File: config.mk
export PLATFORM = sky130hd
export DESIGN_NAME = bist_mode_ctrl
export DESIGN_NICKNAME = d
export VERILOG_FILES = /design/src/rtl/bist_pkg.sv /design/src/rtl/bist_seq.sv /design/src/rtl/bist_result.sv /design/src/rtl/bist_mode_ctrl.sv
export SDC_FILE = /design/constraint.sdc
export NUM_CORES = 1
export LEC_CHECK = 0
export BUFFER_PORTS_ARGS = -buffer_cell sky130_fd_sc_hd__buf_2
export CORE_ASPECT_RATIO = 0.75
export CORE_MARGIN = 2
export CORE_UTILIZATION = 53
export DETAILED_ROUTE_END_ITERATION = 12
export PLACE_DENSITY_LB_ADDON = 0.25
export SLEW_MARGIN = 20
export SYNTH_ARGS = -nofsm -noshare
export SYNTH_HDL_FRONTEND = slang
export SYNTH_HIERARCHICAL = 1
export SYNTH_SLANG_ARGS = --single-unit
File: constraint.sdc
create_clock -name clk -period 2.6 [get_ports clk]
set_input_delay 0.13 -clock clk [delete_from_list [all_inputs] [get_ports clk]]
set_output_delay 0.13 -clock clk [all_outputs]
set_load 0.005 [all_outputs]
File: src/rtl/bist_pkg.sv
package bist_pkg;
  typedef enum logic [1:0] {
    SEL_MODE   = 2'd0,
    SEL_ACTIVE = 2'd1,
    SEL_BEAT   = 2'd2,
    SEL_LOOP   = 2'd3
  } cfg_sel_e;

  localparam int MODE_LOOP = 0;
  localparam int MODE_BG   = 2;
  localparam int MODE_INIT = 3;
  localparam logic [7:0] BEAT_MARK = 8'h55;
endpackage

File: src/rtl/bist_seq.sv
module bist_seq #(
  parameter int STEP_TICKS = 250_000_000,
  parameter int NSTEPS     = 10,
  localparam int TW = (STEP_TICKS > 1) ? $clog2(STEP_TICKS) : 1,
  localparam int SW = (NSTEPS > 1) ? $clog2(NSTEPS) : 1
) (
  input  logic          clk,
  input  logic          rst_n,
  input  logic          run,
  output logic [SW-1:0] step,
  output logic          done
);
  localparam logic [TW-1:0] TICK_LAST = TW'(STEP_TICKS - 1);
  localparam logic [SW-1:0] STEP_LAST = SW'(NSTEPS - 1);

  logic [TW-1:0] tick;

  always_ff @(posedge clk) begin
    if (!rst_n || !run) begin
      tick <= '0;
      step <= '0;
    end else if (tick == TICK_LAST) begin
      tick <= '0;
      step <= (step == STEP_LAST) ? '0 : step + 1'b1;
    end else begin
      tick <= tick + 1'b1;
    end
  end

  assign done = run && (tick == TICK_LAST) && (step == STEP_LAST);

  p_step_range_r4: assert property (@(posedge clk) disable iff (!rst_n)
    step <= STEP_LAST);
  p_abort_clear_r5: assert property (@(posedge clk) disable iff (!rst_n)
    !run |=> (step == '0));
endmodule

File: src/rtl/bist_result.sv
module bist_result #(
  parameter int NCH = 4
) (
  input  logic           clk,
  input  logic           rst_n,
  input  logic [NCH-1:0] active,
  input  logic [NCH-1:0] chan_ok,
  input  logic           bg_on,
  input  logic           init_on,
  input  logic           init_done,
  input  logic           meas_valid,
  output logic           meas_ready,
  input  logic [NCH-1:0] meas_pass,
  input  logic           beat_we,
  input  logic [7:0]     beat_wdata,
  output logic [NCH-1:0] link_status,
  output logic [NCH-1:0] test_status,
  output logic [7:0]     heartbeat
);
  import bist_pkg::*;

  logic           take, bg_take;
  logic [NCH-1:0] acc, acc_now, result_r;

  assign meas_ready = bg_on | init_on;
  assign take       = meas_valid & meas_ready;
  assign bg_take    = take & bg_on & ~init_on;
  assign acc_now    = (take && init_on) ? (acc & meas_pass) : acc;

  always_ff @(posedge clk) begin
    if (!rst_n || !init_on) acc <= '1;
    else                    acc <= acc_now;
  end

  always_ff @(posedge clk) begin
    if (!rst_n)         result_r <= '1;
    else if (init_done) result_r <= acc_now;
    else if (bg_take)   result_r <= meas_pass;
  end

  always_ff @(posedge clk) begin
    if (!rst_n)       heartbeat <= '0;
    else if (beat_we) heartbeat <= beat_wdata;
    else if (bg_take) heartbeat <= BEAT_MARK;
  end

  assign test_status = result_r | ~active;
  assign link_status = chan_ok  | ~active;

  p_mask_r9: assert property (@(posedge clk) disable iff (!rst_n)
    ((~active) & ~(test_status & link_status)) == '0);
  p_beat_r6: assert property (@(posedge clk) disable iff (!rst_n)
    (bg_take && !beat_we) |=> (heartbeat == BEAT_MARK));
  p_hold_r7: assert property (@(posedge clk) disable iff (!rst_n)
    (!bg_on && !init_on) |=> $stable(result_r));
endmodule

File: src/rtl/bist_mode_ctrl.sv
module bist_mode_ctrl #(
  parameter int NCH        = 4,
  parameter int STEP_TICKS = 250_000_000,
  parameter int NSTEPS     = 10,
  parameter int DW         = 16,
  localparam int SW = (NSTEPS > 1) ? $clog2(NSTEPS) : 1
) (
  input  logic           clk,
  input  logic           rst_n,
  input  logic           post_saved_en,
  input  logic           cfg_we,
  input  logic [1:0]     cfg_sel,
  input  logic [DW-1:0]  cfg_wdata,
  input  logic [NCH-1:0] chan_ok,
  input  logic           meas_valid,
  output logic           meas_ready,
  input  logic [NCH-1:0] meas_pass,
  output logic [3:0]     test_en,
  output logic           inputs_isolated,
  output logic [SW-1:0]  init_step,
  output logic           loop_drive,
  output logic [DW-1:0]  loop_value,
  output logic [NCH-1:0] link_status,
  output logic [NCH-1:0] test_status,
  output logic [7:0]     heartbeat,
  output logic [NCH-1:0] active_mask
);
  import bist_pkg::*;

  cfg_sel_e sel;
  logic     loop_r, bg_r, init_r, init_done;
  logic     wr_mode, wr_active, wr_beat, wr_loop;

  assign sel       = cfg_sel_e'(cfg_sel);
  assign wr_mode   = cfg_we && (sel == SEL_MODE);
  assign wr_active = cfg_we && (sel == SEL_ACTIVE);
  assign wr_beat   = cfg_we && (sel == SEL_BEAT);
  assign wr_loop   = cfg_we && (sel == SEL_LOOP);

  always_ff @(posedge clk) begin
    if (!rst_n) begin
      loop_r <= 1'b0;
      bg_r   <= 1'b0;
      init_r <= post_saved_en;
    end else if (wr_mode) begin
      loop_r <= cfg_wdata[MODE_LOOP];
      bg_r   <= cfg_wdata[MODE_BG];
      init_r <= cfg_wdata[MODE_INIT];
    end else if (init_done) begin
      init_r <= 1'b0;
    end
  end

  always_ff @(posedge clk) begin
    if (!rst_n) begin
      active_mask <= '1;
      loop_value  <= '0;
    end else begin
      if (wr_active) active_mask <= cfg_wdata[NCH-1:0];
      if (wr_loop)   loop_value  <= cfg_wdata;
    end
  end

  assign test_en         = {init_r, bg_r, 1'b0, loop_r};
  assign inputs_isolated = loop_r | init_r;
  assign loop_drive      = loop_r;

  bist_seq #(.STEP_TICKS(STEP_TICKS), .NSTEPS(NSTEPS)) u_seq (
    .clk  (clk),
    .rst_n(rst_n),
    .run  (init_r),
    .step (init_step),
    .done (init_done)
  );

  bist_result #(.NCH(NCH)) u_res (
    .clk        (clk),
    .rst_n      (rst_n),
    .active     (active_mask),
    .chan_ok    (chan_ok),
    .bg_on      (bg_r),
    .init_on    (init_r),
    .init_done  (init_done),
    .meas_valid (meas_valid),
    .meas_ready (meas_ready),
    .meas_pass  (meas_pass),
    .beat_we    (wr_beat),
    .beat_wdata (cfg_wdata[7:0]),
    .link_status(link_status),
    .test_status(test_status),
    .heartbeat  (heartbeat)
  );

  p_selfclear_r4: assert property (@(posedge clk) disable iff (!rst_n)
    (init_done && !wr_mode) |=> !test_en[MODE_INIT]);
  p_ready_r8: assert property (@(posedge clk) disable iff (!rst_n)
    !meas_ready |-> !test_en[MODE_INIT]);
endmodule

Yosys cells after proc, flatten, opt, wreduce, memory -nomap -nowiden. Cells that the tools add are included.

Register bits: 71. Bits in latches: 0. Memory bits (read-only): 0. RAM bits: 0. Input bits: 31. Word-level logic and storage cells: 51. Memories kept: 0.

Eq/ne operators: 6. Order comparisons: 0. Divide/modulo/power cells: 0. Multiply operators: 0. Add/sub/neg operators: 2. Bitwise logic cells: 10. Shift operators: 0. Muxes and demuxes: 9. Reduce and logical (&&, ||, !) cells: 14.

Operators by type and width (number): adder 28 x 1 -> 28 bit (second input constant) (1); == test 28 bit (second input constant) (1); two-way mux 4 bit (4); two-way mux 8 bit (2); bitwise OR 4 bit (2); logical AND 1 bit (7); adder 4 x 1 -> 4 bit (second input constant) (1); bitwise AND 4 bit (1); == test 2 bit (second input constant) (2); == test 4 bit (second input constant) (1); NOT 4 bit (1); nonzero test 2 bit (2); bitwise AND 1 bit (3); two-way mux 1 bit (3); inequality test 3 x 1 -> 1 bit (second input constant) (1); == test 2 x 1 -> 1 bit (second input constant) (1); zero test 1 bit (2); zero test 2 bit (1); bitwise OR 1 bit (2); OR reduction 2 bit (1); logical OR 1 bit (1); NOT 1 bit (1).

Logic depth before layout (Yosys ltp). Gate-level depths: netlist of the first run.

Depth in word-level cells: 6. Gate-level depth with buffers: 9. Mapped depth without buffers: 7.

Hierarchy. The synthesis of the first run kept the hierarchy.

By module, submodules not included: bist_seq (times used 1, area an instance 1571.5 sq um, cells each 184); bist_mode_ctrl (times used 1, area an instance 991.0 sq um, cells each 107); bist_result (times used 1, area an instance 734.5 sq um, cells each 77).

Worst setup path before layout of the first run. Ideal clock, no wire load.

Kind: register to register. From: register u_seq.tick[0]. To: register u_res.result_r[1]. Buffers on the path: 2. Data arrival time: 2001 ps. Slack: 465 ps. Cell stages (with the launch flop): 10. Cell sequence: dfxtp_1 -> ha_1 -> nand2_1 -> or4_1 -> clkbuf_2 -> nor3_1 -> buf_2 -> and4b_1 -> a21oi_1 -> o2111ai_1.

Longest elaborated chain between the ends: 4.

RTL lines: from (decl) (RTL line bist_seq.sv:16) `logic [TW-1:0] tick;`; from (signal assigned) (RTL line bist_seq.sv:26) `tick <= tick + 1'b1;`; == test 28 bit (*) (RTL line bist_seq.sv:30) `assign done = run && (tick == TICK_LAST) && (step == STEP_LAST);`; logical AND 1 bit (*) (2 in a row) (RTL line bist_seq.sv:30); named net init_done (RTL line bist_mode_ctrl.sv:31) `logic loop_r, bg_r, init_r, init_done;`; two-way mux 4 bit or nonzero test 2 bit (tied branches); to (signal assigned) (RTL line bist_result.sv:37) `else if (init_done) result_r <= acc_now;`; to (signal assigned) (RTL line bist_result.sv:38) `else if (bg_take) result_r <= meas_pass;`; to (decl) (RTL line bist_result.sv:23) `logic [NCH-1:0] acc, acc_now, result_r;`.

The timed path passes the listed nets; every way through them passes the cells marked *. A chain may end at the register's enable or synchronous reset.

Final worst setup path of the first run.
From: register u_seq.tick[0]. To: register init_r (enable).

Longest elaborated chain between the ends: 4.

RTL lines: == test 28 bit (RTL line bist_seq.sv:30); logical AND 1 bit (2 in a row) (RTL line bist_seq.sv:30); named net init_done (RTL line bist_mode_ctrl.sv:31); inequality test 3 x 1 -> 1 bit (no source line); to (signal assigned) (RTL line bist_mode_ctrl.sv:44) `init_r <= post_saved_en;`; to (signal assigned) (RTL line bist_mode_ctrl.sv:48) `init_r <= cfg_wdata[MODE_INIT];`; to (decl) (RTL line bist_mode_ctrl.sv:31).

The timed path passes the listed nets, and every way through them passes these cells.

==> results of run 1 <==
==> logic make-up (layout without fill, tap and decap cells) <==
kind of cell	count (synthesis)	in the layout	synth area share, %
AO/OA/AOI/OAI	60	60	12.1
XOR/XNOR	13	13	3.45
adder cells (fa/ha/maj)	1	1	0.379
buffers and inverters	33	106	5.09
flip-flops	71	71	43.4
multiplexers	21	21	6.38
other	1	1	0.114
AND/OR/NAND/NOR	168	168	29.1
==> layout by cell type, fill, tap and decap left out, drive strengths merged, types with 2 or more instances in the layout <==
master    instances
nand3            17
o21ai             8
nand4             6
dfxtp            70
nand3b            8
o211ai           10
nor4bb            2
clkinv            2
nand2            54
inv              13
o311a             4
nand4b            4
xnor2             6
or3               7
and4              3
a21boi            4
a21oi            18
or4              17
xor2              7
and3              3
clkbuf            9
nor4b             2
buf              79
o31ai            13
nand2b           14
mux2i            21
or2               3
nor4              2
clkinvlp          2
nor2             18
and3b             2
==> worst min-delay path by stage <==
| stage | endpoint | slack, ns | cells after the start |
|---|---|---|---|
| after floorplan | u_res/heartbeat[0] | 0.26 | 1 |
| after global placement | loop_value[8] | 0.38 | 3 |
| after detailed placement | loop_value[13] | 0.39 | 3 |
| after CTS | loop_value[10] | 0.02 | 3 |
| after global routing | loop_value[8] | 0.02 | 3 |
| final | loop_value[13] | 0.03 | 3 |
==> area by class of cell <==
type                    instances  area share (%)
multi-input cells             264            44.0
flip-flops and latches         71            37.1
repair buffers                 79            10.4
clock buffers                   9            3.21
clock inverters                 6            1.59
well taps                      78            2.53
inverters                      12            1.17
==> worst register-to-register path: stages (launching register included) <==
cell and delay (ns):
dfxtp_1 0.36, ha_1 0.23, nand2_1 0.08, or4_1 0.65
nor3_1 0.27, buf_4 0.21, nand3b_1 0.12
==> state kept, by name, indices dropped and copies added, names as in the netlist <==
signal / flops
u_res/heartbeat: 8
loop_value: 16
bg_r: 1
u_res/acc: 4
u_seq/step: 4
u_res/result_r: 4
init_r: 1
u_seq/tick: 28
active_mask: 4
loop_drive: 1
==> power by group <==
group | switching [mW] | internal, mW
combinational | 0.0832 | 0.0729
clock | 0.406 | 0.434
sequential | 0.0201 | 1.12
==> stage by stage <==
| stage | utilization (%) | setup slack (ns) | power [mW] | instances |
|---|---|---|---|---|
| after CTS | 65.2 | 0.405 | 2.15 | 519 |
| after global routing | 65.2 | 0.265 | 2.22 | 519 |
| after global placement | 62.1 | 0.493 | 1.31 | 504 |
| after floorplan | - | 0.465 | 1.25 | 368 |
| after detailed placement | 62.1 | 0.419 | 1.32 | 504 |
| final | 65.2 | 0.395 | 2.13 | 519 |
==> per-layer routing <==
layer  part of all wire [%]  up-vias  global-route usage, %
li1                       -     1459                      -
met1                     47     1357                   31.6
met2                     44       98                   33.4
met3                    8.0        8                   8.20
met4                    1.2        0                   5.64
met5                      0        -                      0
==> synth_stat cells, types with 2 or more instances <==
library cell	count
buf_4	5
clkbuf_1	6
nand4_1	5
a21boi_0	4
o311a_1	4
a21oi_1	18
nand2_1	54
inv_1	12
xor2_1	7
buf_2	7
o211ai_1	10
and3b_2	2
nor4bb_1	2
buf_6	2
nand4b_1	4
or3_2	2
and3_1	2
o21ai_0	8
dfxtp_1	70
and4_1	2
or4_1	16
or3_1	5
nor4_1	2
xnor2_1	6
nand3b_1	7
mux2i_1	21
o31ai_1	12
or2_2	3
nor2_1	18
nor4b_1	2
nand2b_1	14
nand3_1	17
==> summary.txt, run 1 <==
Placement
  • Port-buffer cells: 76
  • Post-DP HPWL: 5280 microns
  • Placement Cell Area: ~0.0037 sq mm
  • RD Place Congestion: roughly 0.82

Layout
  • Fraction of layout instances using a drive strength above 1: about 24%
  • Layout area overhead: 17.1%
  • Finished Cell Area: 0.00386 sq mm
  • Fillers: roughly 500
  • Ant diodes: 0
  • Area of the multi-input gates: 0.00170 sq mm
  • Sequential cell area: about 0.0014 sq mm
  • Nets: between 400 and 500

Critical path
  • CP bufs+invs: 1
  • WP data arrival: 2.26 ns
  • Critical Path Sink: init_r
  • Crit-path leading delay family: simple AND/OR/NAND/NOR gates
  • CP max-delay cell: or4_1
  • Critical-path maximum fanout: 10
  • Crit. path cell count: 6
  • Critical Path Start Type: flip-flop
  • Max incr delay on CP: between 0.6 and 0.7 ns
  • Req. time, crit path: 2.66 ns
  • Worst setup path start: u_seq/tick[0]
  • Reg-to-reg startpoint: u_seq/tick[0]
  • CP Class: reg2reg
  • FF-to-FF End: init_r
  • Critical-path cell list: ha_1, nand2_1, or4_1, nor3_1, buf_4, nand3b_1
  • Worst Setup End Kind: flip-flop
  • Reg-to-reg slack, setup: just under 0.4 ns
  • Worst r2r path cells: 6

Logic synthesis
  • Post-Synthesis Cell Area: ~0.0033 sq mm
  • Avg Inst Size Synth: ~9.0 sq um
  • Synthesis-stage register bit count: 71
  • Most used DFF post-synth: dfxtp_1
  • Synth area leaders: dfxtp_1 43%, mux2i_1 6.4%, nand2_1 6.1%
  • Netlist cell types: 51
  • Syn Nets: 400
  • Number of enable flip-flop cells after synthesis: 1
  • YS warnings: 6
  • Post-Synthesis Cells: approximately 370
  • Ys async rst share: 0%
  • Post-synthesis sequential area ratio: a little over two fifths
  • Yosys top cell area share: 42.5%
  • Synth area leader: dfxtp_1

Timing
  • Final Cycle Share: 84.8%
  • Unrepaired setup endpoints after global routing: false
  • Worst-Margin Slew: about 0.51 ns
  • Clk_skew: approximately 0.011 ns
  • Setup tns final: 0 ns
  • FMAX: between 0.4 and 0.5 GHz
  • Final hold vios: 0
  • Fin. max-slew vios: 0
  • Tmin final: 2.21 ns
  • WHS: 0.0323 ns
  • Final setup viols: 0
  • Slew headroom: ~66%

Pwr
  • Maximum VDD drop: between 300 and 400 uV
  • Leak pwr: about 1.5 nW
  • Cell Pwr Density: between 500 and 600 mW/mm^2

Global route
  • First-pass GRT wire length: approximately 12000 microns
  • GRT Total Usage: between 20% and 30%
  • Initial antenna violation count: 0
  • Pin count of the biggest net entering global routing: between 50 and 60
  • Gr ovfl total: 0
  • Vias in the first global route: between 2k and 3k

Flow run
  • Max_cap viols: 0

Floorplan
  • Die H: 72.3 microns
  • Width of the die: approximately 95 microns
  • Initial Util: between 50% and 60%
  • Number of placed I/O pins: between 70 and 80
  • Core Area: between 0.005 and 0.006 sq mm
  • Row count: 24
  • Die footprint: between 0.006 and 0.007 sq mm

Drt
  • ANT nets after route: 0
  • Via count: just under 3k
  • DR WL/cell: between 10 and 15 microns
  • Detailed Route WL: between 7000 and 8000 microns
  • Number of remaining DRC errors: 0
  • Via density: approximately 5.6
  • Initial DRC count: ~150
  • Drt pass-1 iters: 4

Clocking
  • Num CTS Buffers: 9
  • H-tree levels: 3
  • Post-cts sizing count: 0
  • Post-CTS setup repair buffer count: 0
  • Hold bufs inserted after CTS: 0
  • CTS tree: done
  • Clk buf depth: 2
  • Clock Latency Late Sink: roughly 0.34 ns
  • Clk sink count: 71
  • CTS clock-pin slew for the worst setup and hold paths: 0.08 ns
  • CTS root buf: clkbuf_8

Hold path
  • Hold Path Class: in2reg
  • Hold_sp: cfg_wdata[13]

Outcome
  • Status: finished clean
Power figures use the tool's default switching activity.
==> inputs of run 2 (changes only) <==
CORE_UTILIZATION = 48   (was 53)
clock period = 1.9 ns   (was 2.6 ns; I/O delays follow)
==> summary.txt, run 2 (synthesized netlist as in run 1, its figures left out) <==
Timing
  • Final Cycle Share: 97.9% (+13 points)
  • Tmin final: 1.86 ns (-0.346 ns)
  • FMAX: 0.538 GHz (+19%)
  • Clk_skew: 0.0118 ns (+0.00130 ns)
  • Final hold vios: 0 (unchanged)
  • Final setup viols: 0 (unchanged)
  • Fin. max-slew vios: 0 (unchanged)
  • WHS: 0.0250 ns (-0.00727 ns)
  • Unrepaired setup endpoints after global routing: true

Layout
  • Largest reg by FF count: u_seq/tick
  • Max FFs per register: 28 (unchanged)
  • Commonest non-fill, non-tap cell in the layout: buf_2
  • Nets: 512 (+9.2%)
  • Ant diodes: 0 (unchanged)
  • Fraction of layout instances using a drive strength above 1: 34.4% (+10 points)
  • Biggest regs: u_seq/tick: 28 flops, loop_value: 16 flops, u_res/heartbeat: 8 flops
  • Most frequent cells in the layout: 76 x buf_2, 53 x dfxtp_1, 52 x nand2_1, 31 x buf_4, 21 x mux2i_1
  • Layout area overhead: 32.0%
  • Final Util: 64.6% (-0.63 points)

Clocking
  • Clock Latency Late Sink: 0.35 ns (about the same)
  • Clk buf depth: 2 (unchanged)
  • Clk sink count: 71 (unchanged)
  • CTS clock-pin slew for the worst setup and hold paths: 0.08 ns (about the same)
  • Num CTS Buffers: 9 (unchanged)
  • CTS root buf: clkbuf_8
  • CTS tree: done
  • H-tree levels: 3 (unchanged)

Drt
  • Drt pass-1 iters: 4 (unchanged)
  • DR WL/cell: 14.1 microns (+0.11%)
  • Detailed Route WL: 8010 microns (+9.8%)
  • Via count: 3038 (+4.0%)
  • Number of remaining DRC errors: 0 (unchanged)
  • Initial DRC count: 106 (-27%)
  • Via density: 5.34 (-5.2%)
  • ANT nets after route: 0 (unchanged)

Global route
  • Initial antenna violation count: 0 (unchanged)
  • Pin count of the biggest net entering global routing: 30 (-47%)
  • Gr ovfl total: 0 (unchanged)
  • First-pass GRT wire length: 12400 microns (+1.4%)
  • GRT Total Usage: 20.8% (-1.8 points)
  • Vias in the first global route: 2618 (-0.61%)

Pwr
  • Clock share of power: 41.0% (+1.6 points)
  • Pint: 2.29 mW (+41%)
  • Logic pwr share: 8.2% (+0.9 points)
  • Seq pwr share: 50.8% (-2.5 points)
  • Leak pwr: 1.80 nW (+17%)
  • Pwr Total: 3.05 mW (+43%)
  • Sw Ratio: 24.6% (+0.75 points)
  • Cell Pwr Density: 700 mW/mm^2 (+27%)
  • Maximum VDD drop: 530 uV (+52%)
  • Psw: 0.751 mW (+47%)

Placement
  • Port-buffer cells: 76 (unchanged)
  • Post-DP HPWL: 5650 microns (+6.9%)
  • RD Place Congestion: 0.878 (+7.7%)

Critical path
  • Worst setup path start: u_seq/tick[0]
  • Critical-path maximum fanout: 6 (-4)
  • Worst Setup End Kind: flip-flop
  • Critical Path Start Type: flip-flop
  • CP Class: reg2reg
  • WP data arrival: 2.07 ns (-0.19 ns)
  • Reg-to-reg startpoint: u_seq/tick[0]
  • Req. time, crit path: 2.12 ns (-0.54 ns)

Floorplan
  • Die footprint: 0.00755 sq mm (+9.9%)
  • Width of the die: 99.7 microns (+4.9%)
  • Number of placed I/O pins: 78 (unchanged)
  • Core Area: 0.00673 sq mm (+14%)
  • Initial Util: 49.0% (-6.8 points)
  • Row count: 26 (+8.3%)
  • Die H: 75.8 microns (+4.8%)

Hold path
  • Hold_sp: cfg_wdata[1]
  • Hold Path Class: in2reg

Outcome
  • Status: finished clean

Flow run
  • Max_cap viols: 0 (unchanged)
run 2: layout make-up:
cell class	instances	area, sq um
fillers	563	2380
multi-input cells	264	1760
flip-flops and latches	71	1460
repair buffers	122	786
clock buffers	10	138
well taps	84	105
clock inverters	6	65.1
inverters	12	45.0
run 2: final timing paths:
| kind | end | slack, ns | cells after the start |
|---|---|---|---|
| min reg2reg | u_seq/tick[0] | 0.44 | 1 |
| max reg2reg | u_res/result_r[1] | 0.04 | 7 |
| min | loop_value[1] | 0.03 | 3 |
| max | u_res/result_r[1] | 0.04 | 7 |
run 2: power by group through the flow:
stage                     clock [mW]  sequential, mW  combinational, mW
final                           1.25            1.55              0.250
after global routing            1.33            1.55              0.280
after CTS                       1.28            1.55              0.249
after detailed placement           0            1.58              0.231
after global placement             0            1.58              0.227
after floorplan                    0            1.58              0.127
run 2: stage by stage:
step | setup WS (ns) | instance area, sq um | setup TNS [ns] | instances
2_1_floorplan | -0.0405 | 3330 | -0.0405 | 368
3_3_place_gp | 0.0252 | 3950 | 0 | 540
3_5_place_dp | -0.0263 | 3950 | -0.0352 | 540
4_1_cts | 0.00207 | 4270 | 0 | 567
5_1_grt | -0.0249 | 4350 | -0.0488 | 569
6_report | 0.0403 | 4350 | 0 | 569
run 2: critical path: stages, from the launching register on:
cell	delay (ns)
dfxtp_2	0.36
ha_4	0.13
nand2_2	0.05
or4_4	0.57
nor3_4	0.20
and4b_1	0.22
a21oi_2	0.10
o2111ai_1	0.10
run 2: layer usage:
| metal | routed length [microns] | GRT usage [%] | vias up |
|---|---|---|---|
| met5 | 0 | 0 | - |
| met1 | 3980 | 28.8 | 1416 |
| met4 | 53 | 6.39 | 0 |
| met3 | 390 | 6.15 | 6 |
| met2 | 3590 | 31.7 | 69 |
| li1 | - | - | 1547 |
run 2: repair_timing:
action,CTS,global route
gates resized for setup,1,21
hold buffers,11,0
pin swaps,0,6
hold endpoints to repair,12,0
setup buffers,0,2
endpoints found under the setup margin,3,21
==> inputs of run 3 (changes only) <==
BUFFER_PORTS_ARGS = unset   (was -buffer_cell sky130_fd_sc_hd__buf_2)
CORE_UTILIZATION = 57   (was 48)
DONT_BUFFER_PORTS = 1   (was unset)
==> summary.txt, run 3 (synthesized netlist as in run 1, its figures left out) <==
Timing
  • FMAX: 0.526 GHz (-2.1%)
  • Min setup slack post-route: 0.000409 ns (-0.0399 ns)
  • WHS: 0.00730 ns (-0.0177 ns)
  • Fin. max-slew vios: 0 (unchanged)
  • Clk_skew: 0.0109 ns (-0.000921 ns)
  • Final setup viols: 0 (unchanged)
  • Unrepaired setup endpoints after global routing: true
  • Tmin final: 1.90 ns (+0.0399 ns)
  • Final Cycle Share: 100% (+2.1 points)
  • Final hold vios: 0 (unchanged)

Clocking
  • H-tree levels: 3 (unchanged)
  • CTS tree: done
  • Num CTS Buffers: 9 (unchanged)
  • CTS root buf: clkbuf_8
  • Clk buf depth: 2 (unchanged)
  • Clk sink count: 71 (unchanged)
  • Clock Latency Late Sink: 0.34 ns (about the same)
  • CTS clock-pin slew for the worst setup and hold paths: 0.08 ns (about the same)

Pwr
  • Psw: 0.733 mW (-2.4%)
  • Maximum VDD drop: 666 uV (+26%)
  • Cell Pwr Density: 775 mW/mm^2 (+11%)
  • Clock share of power: 45.4% (+4.4 points)
  • Seq pwr share: 48.1% (-2.7 points)
  • Sw Ratio: 22.7% (-2.0 points)
  • Logic pwr share: 6.5% (-1.7 points)
  • Pint: 2.50 mW (+9.0%)
  • Leak pwr: 1.52 nW (-16%)
  • Pwr Total: 3.23 mW (+6.2%)

Critical path
  • Critical Path Start Type: flip-flop
  • WP data arrival: 2.17 ns (+0.10 ns)
  • Max incr delay on CP: 0.65 ns (+0.08 ns)
  • Req. time, crit path: 2.17 ns (+0.05 ns)
  • Worst Setup End Kind: flip-flop
  • Critical-path cell list: nand2_1, or4_2, or4_1, a21oi_1
  • Critical-path maximum fanout: 5 (-1)
  • CP Class: reg2reg
  • CP max-delay cell: or4_2

Drt
  • Number of remaining DRC errors: 0 (unchanged)
  • Initial DRC count: 238 (+120%)
  • DR WL/cell: 17.8 microns (+26%)
  • Detailed Route WL: 8840 microns (+10%)
  • Drt pass-1 iters: 5 (+1)
  • ANT nets after route: 0 (unchanged)
  • Via density: 5.96 (+12%)
  • Via count: 2963 (-2.5%)

Floorplan
  • Die footprint: 0.00642 sq mm (-15%)
  • Number of placed I/O pins: 78 (unchanged)
  • Row count: 23 (-12%)
  • Initial Util: 60.3% (+11 points)
  • Core Area: 0.00547 sq mm (-19%)
  • Die H: 69.9 microns (-7.8%)
  • Width of the die: 91.8 microns (-7.9%)

Layout
  • Largest reg by FF count: u_seq/tick
  • Layout area overhead: 26.6%
  • Most frequent cells in the layout: 54 x nand2_1, 54 x dfxtp_1, 29 x dlygate4sd3_1, 25 x buf_4, 21 x mux2i_1
  • Max FFs per register: 28 (unchanged)
  • Nets: 449 (-12%)
  • Biggest regs: u_seq/tick: 28 flops, loop_value: 16 flops, u_res/heartbeat: 8 flops
  • Fraction of layout instances using a drive strength above 1: 20.1% (-14 points)
  • Ant diodes: 0 (unchanged)
  • Final Util: 76.3% (+12 points)

Placement
  • RD Place Congestion: 0.810 (-7.8%)
  • Setup WS pre-CTS: -0.0256 ns (+0.000726 ns)
  • Post-DP HPWL: 5410 microns (-4.3%)
  • Port-buffer cells: 0 (-100%)

Global route
  • Pin count of the biggest net entering global routing: 57 (+90%)
  • Initial antenna violation count: 0 (unchanged)
  • Gr ovfl total: 0 (unchanged)
  • Vias in the first global route: 2838 (+8.4%)
  • First-pass GRT wire length: 14300 microns (+16%)
  • GRT Total Usage: 28.1% (+7.3 points)

Outcome
  • Status: finished clean

Hold path
  • Hold Path Class: in2reg

Flow run
  • Max_cap viols: 0 (unchanged)
## run 3: metrics by stage
step                setup TNS (ns)  instances  cell area (sq um)
detailed placement          -0.115        449               3510
floorplan                  -0.0405        368               3330
global route                -0.676        497               4170
global placement                 0        449               3510
CTS                              0        495               4070
finish                           0        497               4170
## run 3: power by group through the flow
stage	clock [mW]	sequential [mW]	combinational (mW)
6_report	1.47	1.55	0.210
5_1_grt	1.56	1.56	0.230
4_1_cts	1.47	1.56	0.204
3_5_place_dp	0	1.59	0.131
3_3_place_gp	0	1.59	0.126
2_1_floorplan	0	1.58	0.127
## run 3: worst paths after layout
path / depth (start not counted) / start / to / slack [ns]
worst max-delay path: 4 / u_seq/tick[7] / u_seq/tick[27] / 0.0004
worst min-delay path: 2 / cfg_wdata[0] / u_res/heartbeat[0] / 0.007
worst max register to register: 4 / u_seq/tick[7] / u_seq/tick[27] / 0.0004
worst min register to register: 1 / u_seq/tick[0] / u_seq/tick[0] / 0.47
## run 3: critical path: cells and delay by family (launching register included)
kind	cells	cell delay [ns]
flops	1	0.43
simple gates	3	1.25
compound gates	1	0.15
## run 3: layout make-up
class,count,area (sq um)
clock buffers,9,124
clock inverters,7,120
fillers,366,1290
inverters,12,45.0
multi-input cells,264,1780
flip-flops and latches,71,1460
well taps,75,93.8
repair buffers,59,546
## run 3: what timing repair did
action,4_1_cts,5_1_grt
endpoints found under the hold margin,40,0
gates resized for setup,3,23
pin swaps,0,2
setup buffers,0,1
hold buffers,30,0
setup endpoints to repair,12,34
cloned,0,1
## run 3: layer usage
layer	track usage (%)	up-vias	wire, microns
met5	0	-	0
met4	7.30	0	89
met3	8.41	13	671
met2	45.8	145	4310
met1	36.7	1382	3760
li1	-	1423	-
